## src/rtl/agu_pkg.sv

```systemverilog
package agu_pkg;
    localparam int PAGE_W = 8;
    localparam int OFS_W  = 16;
    localparam int ADDR_W = PAGE_W + OFS_W;
    localparam int CODE_W = ADDR_W - 1;
    localparam int EXT_W  = 21;

    typedef enum logic [2:0] {
        AM_ABS = 3'd0,
        AM_HL  = 3'd1,
        AM_BR  = 3'd2,
        AM_IX  = 3'd3,
        AM_IY  = 3'd4,
        AM_SP  = 3'd5
    } amode_e;

    typedef enum logic [1:0] {
        PG_DATA = 2'd0,
        PG_X    = 2'd1,
        PG_Y    = 2'd2,
        PG_NEXT = 2'd3
    } pgsel_e;

    typedef struct packed {
        logic [PAGE_W-1:0] dp;
        logic [PAGE_W-1:0] xp;
        logic [PAGE_W-1:0] yp;
        logic [PAGE_W-1:0] nxt;
        logic [PAGE_W-1:0] bank;
    } pages_t;
endpackage

```

## src/rtl/agu_page_regs.sv

```systemverilog
module agu_page_regs
    import agu_pkg::*;
(
    input  logic              clk,
    input  logic              rst_n,
    input  logic              wr_en,
    input  logic [1:0]        wr_sel,
    input  logic [PAGE_W-1:0] wr_data,
    input  logic              branch,
    output pages_t            pages
);
    pages_t pg_d, pg_q;

    always_comb begin
        pg_d = pg_q;
        // active bank follows the pending value only on a branch (old value on collision)
        if (branch) pg_d.bank = pg_q.nxt;
        if (wr_en) begin
            unique case (pgsel_e'(wr_sel))
                PG_DATA: pg_d.dp  = wr_data;
                PG_X:    pg_d.xp  = wr_data;
                PG_Y:    pg_d.yp  = wr_data;
                PG_NEXT: pg_d.nxt = wr_data;
                default: ;
            endcase
        end
    end

    always_ff @(posedge clk or negedge rst_n) begin
        if (!rst_n) pg_q <= '0;
        else        pg_q <= pg_d;
    end

    assign pages = pg_q;
endmodule

```

## src/rtl/agu_data_mux.sv

```systemverilog
module agu_data_mux
    import agu_pkg::*;
(
    input  logic [2:0]        mode,
    input  pages_t            pages,
    input  logic [OFS_W-1:0]  hl,
    input  logic [OFS_W-1:0]  ix,
    input  logic [OFS_W-1:0]  iy,
    input  logic [OFS_W-1:0]  sp,
    input  logic [PAGE_W-1:0] br,
    input  logic [PAGE_W-1:0] imm_hi,
    input  logic [PAGE_W-1:0] imm_lo,
    output logic [ADDR_W-1:0] addr
);
    always_comb begin
        unique case (amode_e'(mode))
            AM_ABS:  addr = {pages.dp, imm_hi, imm_lo};
            AM_HL:   addr = {pages.dp, hl};
            AM_BR:   addr = {pages.dp, br, imm_lo};
            AM_IX:   addr = {pages.xp, ix};
            AM_IY:   addr = {pages.yp, iy};
            AM_SP:   addr = {{PAGE_W{1'b0}}, sp};
            default: addr = '0;
        endcase
    end
endmodule

```

## src/rtl/agu_code_map.sv

```systemverilog
module agu_code_map
    import agu_pkg::*;
(
    input  logic [OFS_W-1:0]  pc,
    input  logic [PAGE_W-1:0] bank,
    output logic [CODE_W-1:0] code_addr
);
    localparam int LOW_W = OFS_W - 1;

    always_comb begin
        if (pc[OFS_W-1]) code_addr = {bank, pc[LOW_W-1:0]};
        else             code_addr = {{(CODE_W-OFS_W){1'b0}}, pc};
    end
endmodule

```

## src/rtl/paged_addr_gen.sv

```systemverilog
module paged_addr_gen
    import agu_pkg::*;
(
    input  logic              clk,
    input  logic              rst_n,
    input  logic [2:0]        mode_sel,
    input  logic [OFS_W-1:0]  hl,
    input  logic [OFS_W-1:0]  ix,
    input  logic [OFS_W-1:0]  iy,
    input  logic [OFS_W-1:0]  sp,
    input  logic [OFS_W-1:0]  pc,
    input  logic [PAGE_W-1:0] br,
    input  logic [PAGE_W-1:0] imm_hi,
    input  logic [PAGE_W-1:0] imm_lo,
    input  logic              pg_wr_en,
    input  logic [1:0]        pg_wr_sel,
    input  logic [PAGE_W-1:0] pg_wr_data,
    input  logic              branch_taken,
    output logic [ADDR_W-1:0] data_addr,
    output logic [EXT_W-1:0]  ext_addr,
    output logic [CODE_W-1:0] code_addr
);
    pages_t pages;

    agu_page_regs u_regs (
        .clk     (clk),
        .rst_n   (rst_n),
        .wr_en   (pg_wr_en),
        .wr_sel  (pg_wr_sel),
        .wr_data (pg_wr_data),
        .branch  (branch_taken),
        .pages   (pages)
    );

    agu_data_mux u_dmux (
        .mode   (mode_sel),
        .pages  (pages),
        .hl     (hl),
        .ix     (ix),
        .iy     (iy),
        .sp     (sp),
        .br     (br),
        .imm_hi (imm_hi),
        .imm_lo (imm_lo),
        .addr   (data_addr)
    );

    agu_code_map u_cmap (
        .pc        (pc),
        .bank      (pages.bank),
        .code_addr (code_addr)
    );

    generate
        if (EXT_W < ADDR_W) begin : g_trunc
            assign ext_addr = data_addr[EXT_W-1:0];
        end else begin : g_full
            assign ext_addr = EXT_W'(data_addr);
        end
    endgenerate
endmodule

```

## config.mk

```make
export PLATFORM = sky130hd
export DESIGN_NAME = paged_addr_gen
export DESIGN_NICKNAME = d
export VERILOG_FILES = /design/src/rtl/agu_pkg.sv /design/src/rtl/agu_page_regs.sv /design/src/rtl/agu_data_mux.sv /design/src/rtl/agu_code_map.sv /design/src/rtl/paged_addr_gen.sv
export SDC_FILE = /design/constraint.sdc
export NUM_CORES = 1
export LEC_CHECK = 0
export ABC_AREA = 1
export BUFFER_PORTS_ARGS = -buffer_cell sky130_fd_sc_hd__clkbuf_2
export CORE_UTILIZATION = 40
export CTS_BUF_LIST = sky130_fd_sc_hd__clkbuf_2 sky130_fd_sc_hd__clkbuf_4 sky130_fd_sc_hd__clkbuf_8
export DETAILED_ROUTE_END_ITERATION = 6
export GPL_TIMING_DRIVEN = 0
export PLACE_DENSITY = 0.76
export SLEW_MARGIN = 20
export SYNTH_ARGS = -nofsm -noshare
export SYNTH_HDL_FRONTEND = slang
export SYNTH_SLANG_ARGS = --single-unit
export TNS_END_PERCENT = 5
```

## constraint.sdc

```tcl
create_clock -name clk -period 1.2 [get_ports clk]
set_input_delay 0.06 -clock clk [delete_from_list [all_inputs] [get_ports clk]]
set_output_delay 0.06 -clock clk [all_outputs]
set_load 0.05 [all_outputs]
```

==> results.json, run 1 <==
{
  "ratio_of_cells_with_drive_above_1_in_the_final_layout_pct": 51.7,
  "worst_case_clock_skew_ns": 0.00323,
  "htree_levels": 2,
  "die_h_um": 87.5,
  "flow.area_growth_from_synthesis_pct": 76.9,
  "pre_cts_slack_ns": -0.429,
  "min_delay_path_depth": 3,
  "timing.critical_path.to_type": "output port",
  "detailed_place.area_mm2": 0.00409,
  "detail_route.drc_violations": 0,
  "max_cap_violations": 0,
  "finalCoreUtilization_pct": 74.5,
  "mappedNetlistArea_mm2": 0.00292,
  "synth.ff_latch_count": 40,
  "port_bufs": 170,
  "hp-class": "in -> reg",
  "timing.final.max_slew_violations": 0,
  "reg2reg_depth": 4,
  "worst_ir_drop_vdd_mv": 0.973,
  "maximum_number_of_pins_on_one_net_before_global_route_repair": 41,
  "failed_checks": "setup timing",
  "max_freq_mhz": 819,
  "finalInstanceArea_mm2": 0.00517,
  "synthTopCellsByCount": "nand2_1, nor2_1, inv_1, buf_4, dfrtp_1",
  "syn-instance-count": 435,
  "layout.filler_cells": 476,
  "sequential_element_share_of_the_synthesized_area_pct": 34.2,
  "synthDominantCellAreaShare_pct": 34.2,
  "timing.final.crit_share_pct": 102,
  "first_global_vias": 3411,
  "first_pass_iters": 5,
  "yosysWarningCount": 0,
  "setup_repair_after_global_routing_missed_its_margin": "true",
  "synth_async_sr_flop_share_pct": 100,
  "drtIter0Drc": 139,
  "worstSkewPairLatency_ns": 0.29,
  "floorplan.die_area_mm2": 0.00766,
  "final_net_count": 762,
  "crit_path_max_fanout": 7,
  "diodes": 0,
  "max_reg_flops": 40,
  "crit_type": "in -> out",
  "tightest_slew_ns": 0.866,
  "cts_made_buffers": 5,
  "outcome": "finished with violations",
  "yosys.cell_count.top_type": "nand2_1",
  "post_synth_main_area_contributors": "dfrtp_1, nand2_1, buf_4, nor2_1, inv_1",
  "dp_hpwl_mm": 7.19,
  "numClockSinks": 40,
  "finalSetupViolCount": 4,
  "synth-main-ff-cell": "dfrtp_1",
  "synth_nets": 556,
  "track_usage_pct": 25.5,
  "netlist-cell-type-count": 19,
  "final-hold-violation-count": 0,
  "clk_pin_slew_ns": 0.07,
  "finish.cell_count_without_fillers": 738,
  "cts_buffer_depth": 2,
  "finalWorstSetupSlack_ns": -0.0213,
  "antenna_left": 0,
  "num_io_pins": 189,
  "drt-vias-per-instance": 4.96,
  "synth_largest_area_cell": "dfrtp_1",
  "cts_tree": "done",
  "num_rows": 30,
  "cellLeakagePower_nw": 2.99,
  "first_pass_grt_wire_length_mm": 15.3,
  "route.detailed.wl_per_inst_um": 14.7,
  "cp.required_ns": 1.14,
  "antenna_found_initial": 0,
  "num_vias": 3662,
  "postSynthAreaPerCell_um2": 6.72,
  "coreArea_mm2": 0.00694,
  "placed_cells_incl_taps": 701,
  "clock-root-buffer": "clkbuf_8",
  "finalWirelength_mm": 10.9,
  "floorplan.die.width_um": 87.5,
  "worstSetupStartpointType": "input port",
  "power_density_mw_per_mm2": 1050,
  "synth_enable_flop_cells": 0,
  "floorplan.initialDensity_pct": 42.1,
  "reg2reg_slack_ns": 0.28,
  "residual_overflow_from_global_routing": 0,
  "crit_arrival_ns": 1.16,
  "place_congestion": 0.868,
  "min_period_ns": 1.22,
  "maxSlewHeadroom_pct": 42.3
}
-- cell usage in the layout (no fill, tap or decap), types with 8 or more instances in the layout --
cell       instances
nand3_1           21
dfrtp_1           40
clkbuf_4          13
clkbuf_16          9
mux2_2             8
clkbuf_2         128
nor2_1            36
inv_1             57
nor2_2            22
buf_8             19
o21ai_0           32
nand2_1           85
clkbuf_8           8
nand3_4           13
nand2_4           17
nand4_1           32
buf_6             19
buf_2             11
buf_4             42
-- cells by family (layout without fill, tap and decap cells) --
group | Yosys count | in the layout | synth area share (%)
DFF | 40 | 40 | 34.2
buffers and inverters | 117 | 323 | 21.1
AOI/OAI and AO/OA | 33 | 33 | 5.78
and+or+nand+nor | 237 | 238 | 35.8
muxes | 8 | 8 | 3.08
-- routing by layer --
metal | part of all wire [%] | up-vias | GRT usage [%]
met5 | 0 | - | 0
met4 | 3.6 | 0 | 12.5
met3 | 6.8 | 36 | 4.08
met2 | 52 | 180 | 46.2
met1 | 38 | 1684 | 29.2
li1 | - | 1762 | -
-- worst paths after layout --
path                                              start                      endpoint
max                                         mode_sel[1]                   ext_addr[8]
min                                       pg_wr_data[6]  u_regs.pages[38]$_DFFE_PN0P_
max reg2reg                u_regs.pages[34]$_DFFE_PN0P_  u_regs.pages[34]$_DFFE_PN0P_
min reg2reg                u_regs.pages[13]$_DFFE_PN0P_  u_regs.pages[13]$_DFFE_PN0P_
max in group asynchronous                         rst_n  u_regs.pages[31]$_DFFE_PN0P_
min in group asynchronous                         rst_n  u_regs.pages[14]$_DFFE_PN0P_
-- timing repair --
action,CTS,global route
pin swaps,19,40
endpoints found under the hold margin,40,0
setup buffers,13,9
gates cloned,2,4
endpoints found under the setup margin,45,44
gates resized for setup,118,78
hold buffers,1,0
-- where the power goes --
group / internal (mW) / leakage [nW] / switching [mW]
clock network: 0.514 / 0.0523 / 0.445
logic: 1.12 / 2.44 / 1.65
registers: 1.57 / 0.499 / 0.118
total: 3.21 / 2.99 / 2.21
-- stage by stage --
| stage | power (mW) | TNS, ns | hold WS [ns] |
|---|---|---|---|
| after global placement | 3.83 | -11.86 | 0.241 |
| final | 5.42 | -0.0327 | 0.0745 |
| after CTS | 5.17 | -0.112 | 0.0689 |
| after floorplan | 3.31 | -0.519 | -0.236 |
| after global routing | 5.67 | -0.651 | 0.0848 |
| after detailed placement | 3.88 | -12.62 | 0.259 |
-- critical path, cell delays in order --
cell	delay (ns)
clkbuf_16	0.14
buf_12	0.15
buf_8	0.12
nand4_1	0.09
nand2_1	0.08
nor2_2	0.18
nand2_4	0.08
buf_6	0.12
buf_8	0.14
-- cell type report --
cell class	instances	area, µm²	area share, %
flip-flops and latches	40	1000	19.4
plain buffers	56	531	10.3
inverters	61	246	4.77
repair buffers	198	1480	28.5
well taps	96	120	2.32
clock buffers	8	97.6	1.89
multi-input cells	279	1700	32.9
Note: power is estimated with default switching activity, not from simulation.
==> inputs of run 2 (changes only) <==
==> constraint.sdc (replaced) <==
create_clock -name clk -period 1.43 [get_ports clk]
set_input_delay 0.0715 -clock clk [delete_from_list [all_inputs] [get_ports clk]]
set_output_delay 0.0715 -clock clk [all_outputs]
set_load 0.05 [all_outputs]
==> run 2 against run 1 <==
  * Final cell count decreased by 3.5%
  * The flow still finishes with violations (setup timing)
  * Highest routed layer unchanged
  * Hold slack got worse by 0.011 ns
  * Cell area decreased by 19%
==> results.json, run 2 (same netlist as run 1, synthesis figures left out) <==
{
  "first_pass_iters": 4,
  "num_rows": 30,
  "min_period_ns": 1.45,
  "combPwrFrac_pct": 43.0,
  "worst_case_clock_skew_ns": 0.000955,
  "switching_share_pct": 40.4,
  "route.detailed.wl_per_inst_um": 13.4,
  "most_numerous_cell_on_the_critical_path": "buf_4",
  "cts_made_buffers": 5,
  "crit_path_cell_trace": "clkbuf_2 -> buf_4 -> buf_4 -> nand4_1 -> nand2_1 -> nor2_1 -> nand2_1 -> buf_4 -> buf_4",
  "worstSkewPairLatency_ns": 0.29,
  "die_h_um": 87.5,
  "floorplan.die_area_mm2": 0.00766,
  "final-hold-violation-count": 0,
  "num_io_pins": 189,
  "floorplan.initialDensity_pct": 42.1,
  "power_density_mw_per_mm2": 1010,
  "layout.filler_cells": 659,
  "clock-root-buffer": "clkbuf_8",
  "max_freq_mhz": 688,
  "pre_cts_slack_ns": -0.206,
  "power.sequential.fraction_pct": 33.4,
  "coreArea_mm2": 0.00694,
  "mostFrequentLayoutCell": "clkbuf_2",
  "maxSlewHeadroom_pct": 35.7,
  "finalWorstSetupSlack_ns": -0.0229,
  "cp_top_family": "buffers and inverters",
  "cellLeakagePower_nw": 2.55,
  "finalSetupViolCount": 2,
  "cp_slowest_stage_delay_ns": 0.21,
  "crit_path_max_fanout": 10,
  "outcome": "finished with violations",
  "antenna_found_initial": 0,
  "hp-class": "in -> reg",
  "crit_path_top_delay_cell": "buf_4",
  "tightest_slew_ns": 0.964,
  "numClockSinks": 40,
  "clkPwrFrac_pct": 23.5,
  "detail_route.drc_violations": 0,
  "dp_hpwl_mm": 7.63,
  "fin_setup_tns_ns": -0.0246,
  "max_reg_flops": 40,
  "max_cap_violations": 0,
  "diodes": 0,
  "drt-vias-per-instance": 4.79,
  "final_net_count": 736,
  "switchingPower_mw": 1.71,
  "port_bufs": 170,
  "mostFrequentLayoutCells": "clkbuf_2, nand2_1, buf_4",
  "intPower_mw": 2.53,
  "first_global_vias": 3010,
  "antenna_left": 0,
  "setup_repair_after_global_routing_missed_its_margin": "true",
  "cp.required_ns": 1.36,
  "residual_overflow_from_global_routing": 0,
  "critical_path.n_buffers_inverters": 5,
  "maximum_number_of_pins_on_one_net_before_global_route_repair": 41,
  "htree_levels": 2,
  "flow.area_growth_from_synthesis_pct": 43.0,
  "first_pass_grt_wire_length_mm": 14.3,
  "cts_buffer_depth": 2,
  "finalCoreUtilization_pct": 60.2,
  "clk_pin_slew_ns": 0.07,
  "finalInstanceArea_mm2": 0.00418,
  "timing.final.max_slew_violations": 0,
  "ratio_of_cells_with_drive_above_1_in_the_final_layout_pct": 40.9,
  "design_power_total_mw": 4.24,
  "track_usage_pct": 24.4,
  "crit_arrival_ns": 1.38,
  "timing.critical_path.to_type": "output port",
  "cts_tree": "done",
  "crit_type": "in -> out",
  "drtIter0Drc": 149,
  "floorplan.die.width_um": 87.5,
  "detailed_place.area_mm2": 0.00390,
  "worstSetupStartpointType": "input port",
  "place_congestion": 0.931,
  "num_vias": 3407,
  "timing.final.crit_share_pct": 102,
  "finalWirelength_mm": 9.54,
  "worst_ir_drop_vdd_mv": 0.873,
  "failed_checks": "setup timing"
}
[run 2: changes by cell type in the layout (fill, tap and decap cells not counted), sizes merged]
cell | previous run | this run
buf | 97 | 72
bufinv | 0 | 1
clkbuf | 164 | 163
nand3 | 38 | 37
[run 2: repair_timing]
action	in CTS	in global routing
setup endpoints to repair	38	36
pin swaps	1	1
resized for setup	23	22
buffers inserted	0	2
hold buffers	1	0
endpoints found under the hold margin	40	0
[run 2: worst min-delay path, stage by stage]
cell      delay, ns
clkbuf_2       0.08
inv_1          0.08
o21ai_0        0.09
[run 2: metal layers]
layer	vias up	GRT usage (%)	wire [µm]
met4	0	11.3	354
met1	1520	30.1	3980
met5	-	0	0
met2	161	41.2	4470
met3	24	4.55	729
li1	1702	-	-
[run 2: final timing paths]
kind                                         startpoint                           end  slack (ns)  cells after the start
setup / recovery                            mode_sel[1]                  ext_addr[12]       -0.02                      9
hold / removal                            pg_wr_data[5]  u_regs.pages[21]$_DFFE_PN0P_        0.06                      3
setup reg to reg           u_regs.pages[10]$_DFFE_PN0P_   u_regs.pages[2]$_DFFE_PN0P_        0.67                      1
hold reg to reg            u_regs.pages[22]$_DFFE_PN0P_  u_regs.pages[22]$_DFFE_PN0P_        0.49                      2
max in group asynchronous                         rst_n  u_regs.pages[19]$_DFFE_PN0P_        0.38                      2
min in group asynchronous                         rst_n  u_regs.pages[13]$_DFFE_PN0P_        0.46                      2
[run 2: power groups by stage]
stage / Clock [mW] / Sequential (mW) / Combinational (mW)
finish: 0.999 / 1.42 / 1.83
global route: 1.06 / 1.44 / 1.95
CTS: 1.02 / 1.42 / 1.80
detailed placement: 0 / 1.44 / 1.75
global placement: 0 / 1.43 / 1.73
floorplan: 0 / 1.41 / 1.29
[run 2: through the flow]
step / hold WS, ns / cells
6_report: 0.0638 / 712
3_5_place_dp: 0.276 / 701
5_1_grt: 0.0823 / 712
2_1_floorplan: -0.224 / 435
3_3_place_gp: 0.260 / 701
4_1_cts: 0.0585 / 710
[run 2: layout make-up]
type | count | area [µm²] | area share, %
multi-input combinational | 278 | 1350 | 32.4
clock inverter | 1 | 30.0 | 0.718
timing repair buffer | 173 | 947 | 22.7
sequential | 40 | 1000 | 23.9
tap | 96 | 120 | 2.87
buffer | 56 | 397 | 9.49
clock buffer | 7 | 96.3 | 2.30
inverter | 61 | 236 | 5.66
==> inputs of run 3 (changes only) <==
--- a/config.mk
+++ b/config.mk
@@ -5,13 +5,12 @@
 export SDC_FILE = /design/constraint.sdc
 export NUM_CORES = 1
 export LEC_CHECK = 0
-export ABC_AREA = 1
 export BUFFER_PORTS_ARGS = -buffer_cell sky130_fd_sc_hd__clkbuf_2
 export CORE_UTILIZATION = 40
 export CTS_BUF_LIST = sky130_fd_sc_hd__clkbuf_2 sky130_fd_sc_hd__clkbuf_4 sky130_fd_sc_hd__clkbuf_8
 export DETAILED_ROUTE_END_ITERATION = 6
 export GPL_TIMING_DRIVEN = 0
-export PLACE_DENSITY = 0.76
+export PLACE_DENSITY = 0.77
 export SLEW_MARGIN = 20
 export SYNTH_ARGS = -nofsm -noshare
 export SYNTH_HDL_FRONTEND = slang
==> run 3 against run 2 <==
  * The flow now finishes without violations
  * Critical path depth decreased by 5
  * Register-to-register slack got worse by 0.04 ns
  * Cell area increased by 0.39%
  * Non-clock buffer count decreased by 3
  * Die area decreased by 2.6%
  * Routed wire length decreased by 5.5%
  * Highest routed layer unchanged
  * Via count decreased by 18%
  * Sequential power increased by 6%
  * Largest power group unchanged
  * Total power increased by 3.2%
==> results.json, run 3 <==
{
  "mostFrequentLayoutCell": "clkbuf_2",
  "synth_nets": 389,
  "setup.worst_path.start": "u_regs.pages[32]$_DFFE_PN0P_",
  "drtIter0Drc": 79,
  "finish.cell_count_without_fillers": 543,
  "timing.final.crit_share_pct": 97.4,
  "synthTopCellsByCount": "mux2_2, buf_4, dfrtp_1, mux2i_1, a22oi_1",
  "detailed_place.area_mm2": 0.00388,
  "reg2reg_slack_ns": 0.63,
  "hp-start": "pg_wr_data[7]",
  "dp_hpwl_mm": 7.01,
  "die_h_um": 86.4,
  "maximum_number_of_pins_on_one_net_before_global_route_repair": 41,
  "timing.final.max_slew_violations": 0,
  "htree_levels": 2,
  "residual_overflow_from_global_routing": 0,
  "hp-class": "in -> reg",
  "netlist-cell-type-count": 38,
  "drt-vias-per-instance": 5.12,
  "cts_tree": "done",
  "min_period_ns": 1.39,
  "cts_made_buffers": 5,
  "place_congestion": 0.761,
  "cellLeakagePower_nw": 2.12,
  "timing.rr.end": "u_regs.pages[32]$_DFFE_PN0P_",
  "flow.area_growth_from_synthesis_pct": 47.4,
  "postSynthAreaPerCell_um2": 10.6,
  "clock-root-buffer": "clkbuf_8",
  "syn-instance-count": 268,
  "setup_repair_after_global_routing_missed_its_margin": "true",
  "placed_cells_incl_taps": 534,
  "ratio_of_cells_with_drive_above_1_in_the_final_layout_pct": 69.4,
  "finalCoreUtilization_pct": 61.4,
  "post_synth_main_area_contributors": "dfrtp_1, mux2_2, buf_4, mux2i_1, a22oi_1",
  "floorplan.initialDensity_pct": 41.7,
  "layout.filler_cells": 616,
  "yosysWarningCount": 0,
  "port_bufs": 170,
  "synth_enable_flop_cells": 0,
  "crit_path_max_fanout": 3,
  "min_delay_path_depth": 2,
  "detail_route.drc_violations": 0,
  "first_pass_grt_wire_length_mm": 13.6,
  "worst_case_clock_skew_ns": 0.00536,
  "mappedNetlistArea_mm2": 0.00285,
  "synth_async_sr_flop_share_pct": 100,
  "yosys.cell_count.top_type": "mux2_2",
  "first_global_vias": 2732,
  "design_power_total_mw": 4.38,
  "num_rows": 30,
  "crit_type": "reg -> out",
  "sequential_element_share_of_the_synthesized_area_pct": 35.1,
  "r2r-start": "u_regs.pages[32]$_DFFE_PN0P_",
  "max_cap_violations": 0,
  "finalWirelength_mm": 9.02,
  "first_pass_iters": 4,
  "finalInstanceArea_mm2": 0.00420,
  "fin_setup_tns_ns": 0,
  "postCtsSetupRepairBufs": 0,
  "floorplan.die.width_um": 86.4,
  "diodes": 0,
  "synth_largest_area_cell": "dfrtp_1",
  "maxSlewHeadroom_pct": 41.3,
  "antenna_left": 0,
  "crit_arrival_ns": 1.32,
  "track_usage_pct": 23.9,
  "cts_buffer_depth": 2,
  "timing.critical_path.to_type": "output port",
  "worstSkewPairLatency_ns": 0.30,
  "route.detailed.wl_per_inst_um": 16.6,
  "floorplan.die_area_mm2": 0.00746,
  "worst_ir_drop_vdd_mv": 0.796,
  "synthDominantCellAreaShare_pct": 35.1,
  "final_net_count": 567,
  "cp.required_ns": 1.36,
  "worstSetupStartpointType": "register",
  "synth.ff_latch_count": 40,
  "synth-main-ff-cell": "dfrtp_1",
  "mostFrequentLayoutCells": "clkbuf_2, buf_4, mux2_2",
  "outcome": "finished clean",
  "finalSetupViolCount": 0,
  "antenna_found_initial": 0,
  "numClockSinks": 40,
  "max_freq_mhz": 718,
  "max_reg_flops": 40,
  "reg2reg_depth": 1,
  "hold_path_end": "u_regs.pages[31]$_DFFE_PN0P_",
  "clk_pin_slew_ns": 0.08,
  "final-hold-violation-count": 0,
  "coreArea_mm2": 0.00683,
  "tightest_slew_ns": 0.881,
  "num_vias": 2781,
  "num_io_pins": 189,
  "power_density_mw_per_mm2": 1040
}
run 3: worst max path at each step:
stage,depth (start not counted),slack (ns),to
3_5_place_dp,7,-0.19,ext_addr[13]
3_3_place_gp,7,-0.17,ext_addr[19]
6_report,4,0.04,ext_addr[16]
5_1_grt,4,-0.03,ext_addr[16]
2_1_floorplan,6,-0.40,ext_addr[11]
4_1_cts,8,-0.05,ext_addr[11]
run 3: power by group:
part           internal, mW  leakage (nW)  total (mW)  switching [mW]
clock network         0.431        0.0523       0.814           0.383
registers              1.36         0.474        1.50           0.140
logic                 0.824          1.59        2.06            1.24
total                  2.61          2.12        4.38            1.76
run 3: critical path: stages, from the launching register on:
cell	delay, ns
dfrtp_1	0.42
a22oi_2	0.20
o22ai_2	0.12
buf_4	0.15
buf_6	0.14
run 3: logic make-up after synthesis:
kind of cell,after synthesis,synth area share [%]
flops,40,35.1
mux,67,26.0
simple gates,44,9.71
buf+inv,57,14.4
compound gates,60,14.7
run 3: through the flow:
| stage | hold WS (ns) | setup slack (ns) |
|---|---|---|
| finish | 0.0427 | 0.0379 |
| global placement | 0.263 | -0.174 |
| global route | 0.0497 | -0.0303 |
| floorplan | -0.224 | -0.401 |
| CTS | 0.0474 | -0.0478 |
| detailed placement | 0.273 | -0.190 |
run 3: area by class of cell:
| type | instances | area [µm²] | area share, % |
|---|---|---|---|
| Multi-Input combinational cell | 171 | 1570 | 37.5 |
| Sequential cell | 40 | 1000 | 23.9 |
| Timing Repair Buffer | 171 | 958 | 22.8 |
| Buffer | 55 | 439 | 10.5 |
| Tap cell | 96 | 120 | 2.86 |
| Clock buffer | 8 | 97.6 | 2.33 |
| Inverter | 2 | 7.51 | 0.179 |
run 3: repair_timing:
action / in CTS / in global routing
resized for setup: 31 / 34
endpoints found under the hold margin: 40 / 0
setup endpoints to repair: 33 / 38
pin swaps: 1 / 12
hold buffers: 1 / 0
run 3: layer usage:
layer / global-route usage, % / vias to the layer above / part of all wire, %
met5: 0 / - / 0
met4: 7.42 / 0 / 0.94
met3: 4.76 / 9 / 6.0
met2: 43.2 / 102 / 52
met1: 28.4 / 1350 / 41
li1: - / 1320 / -
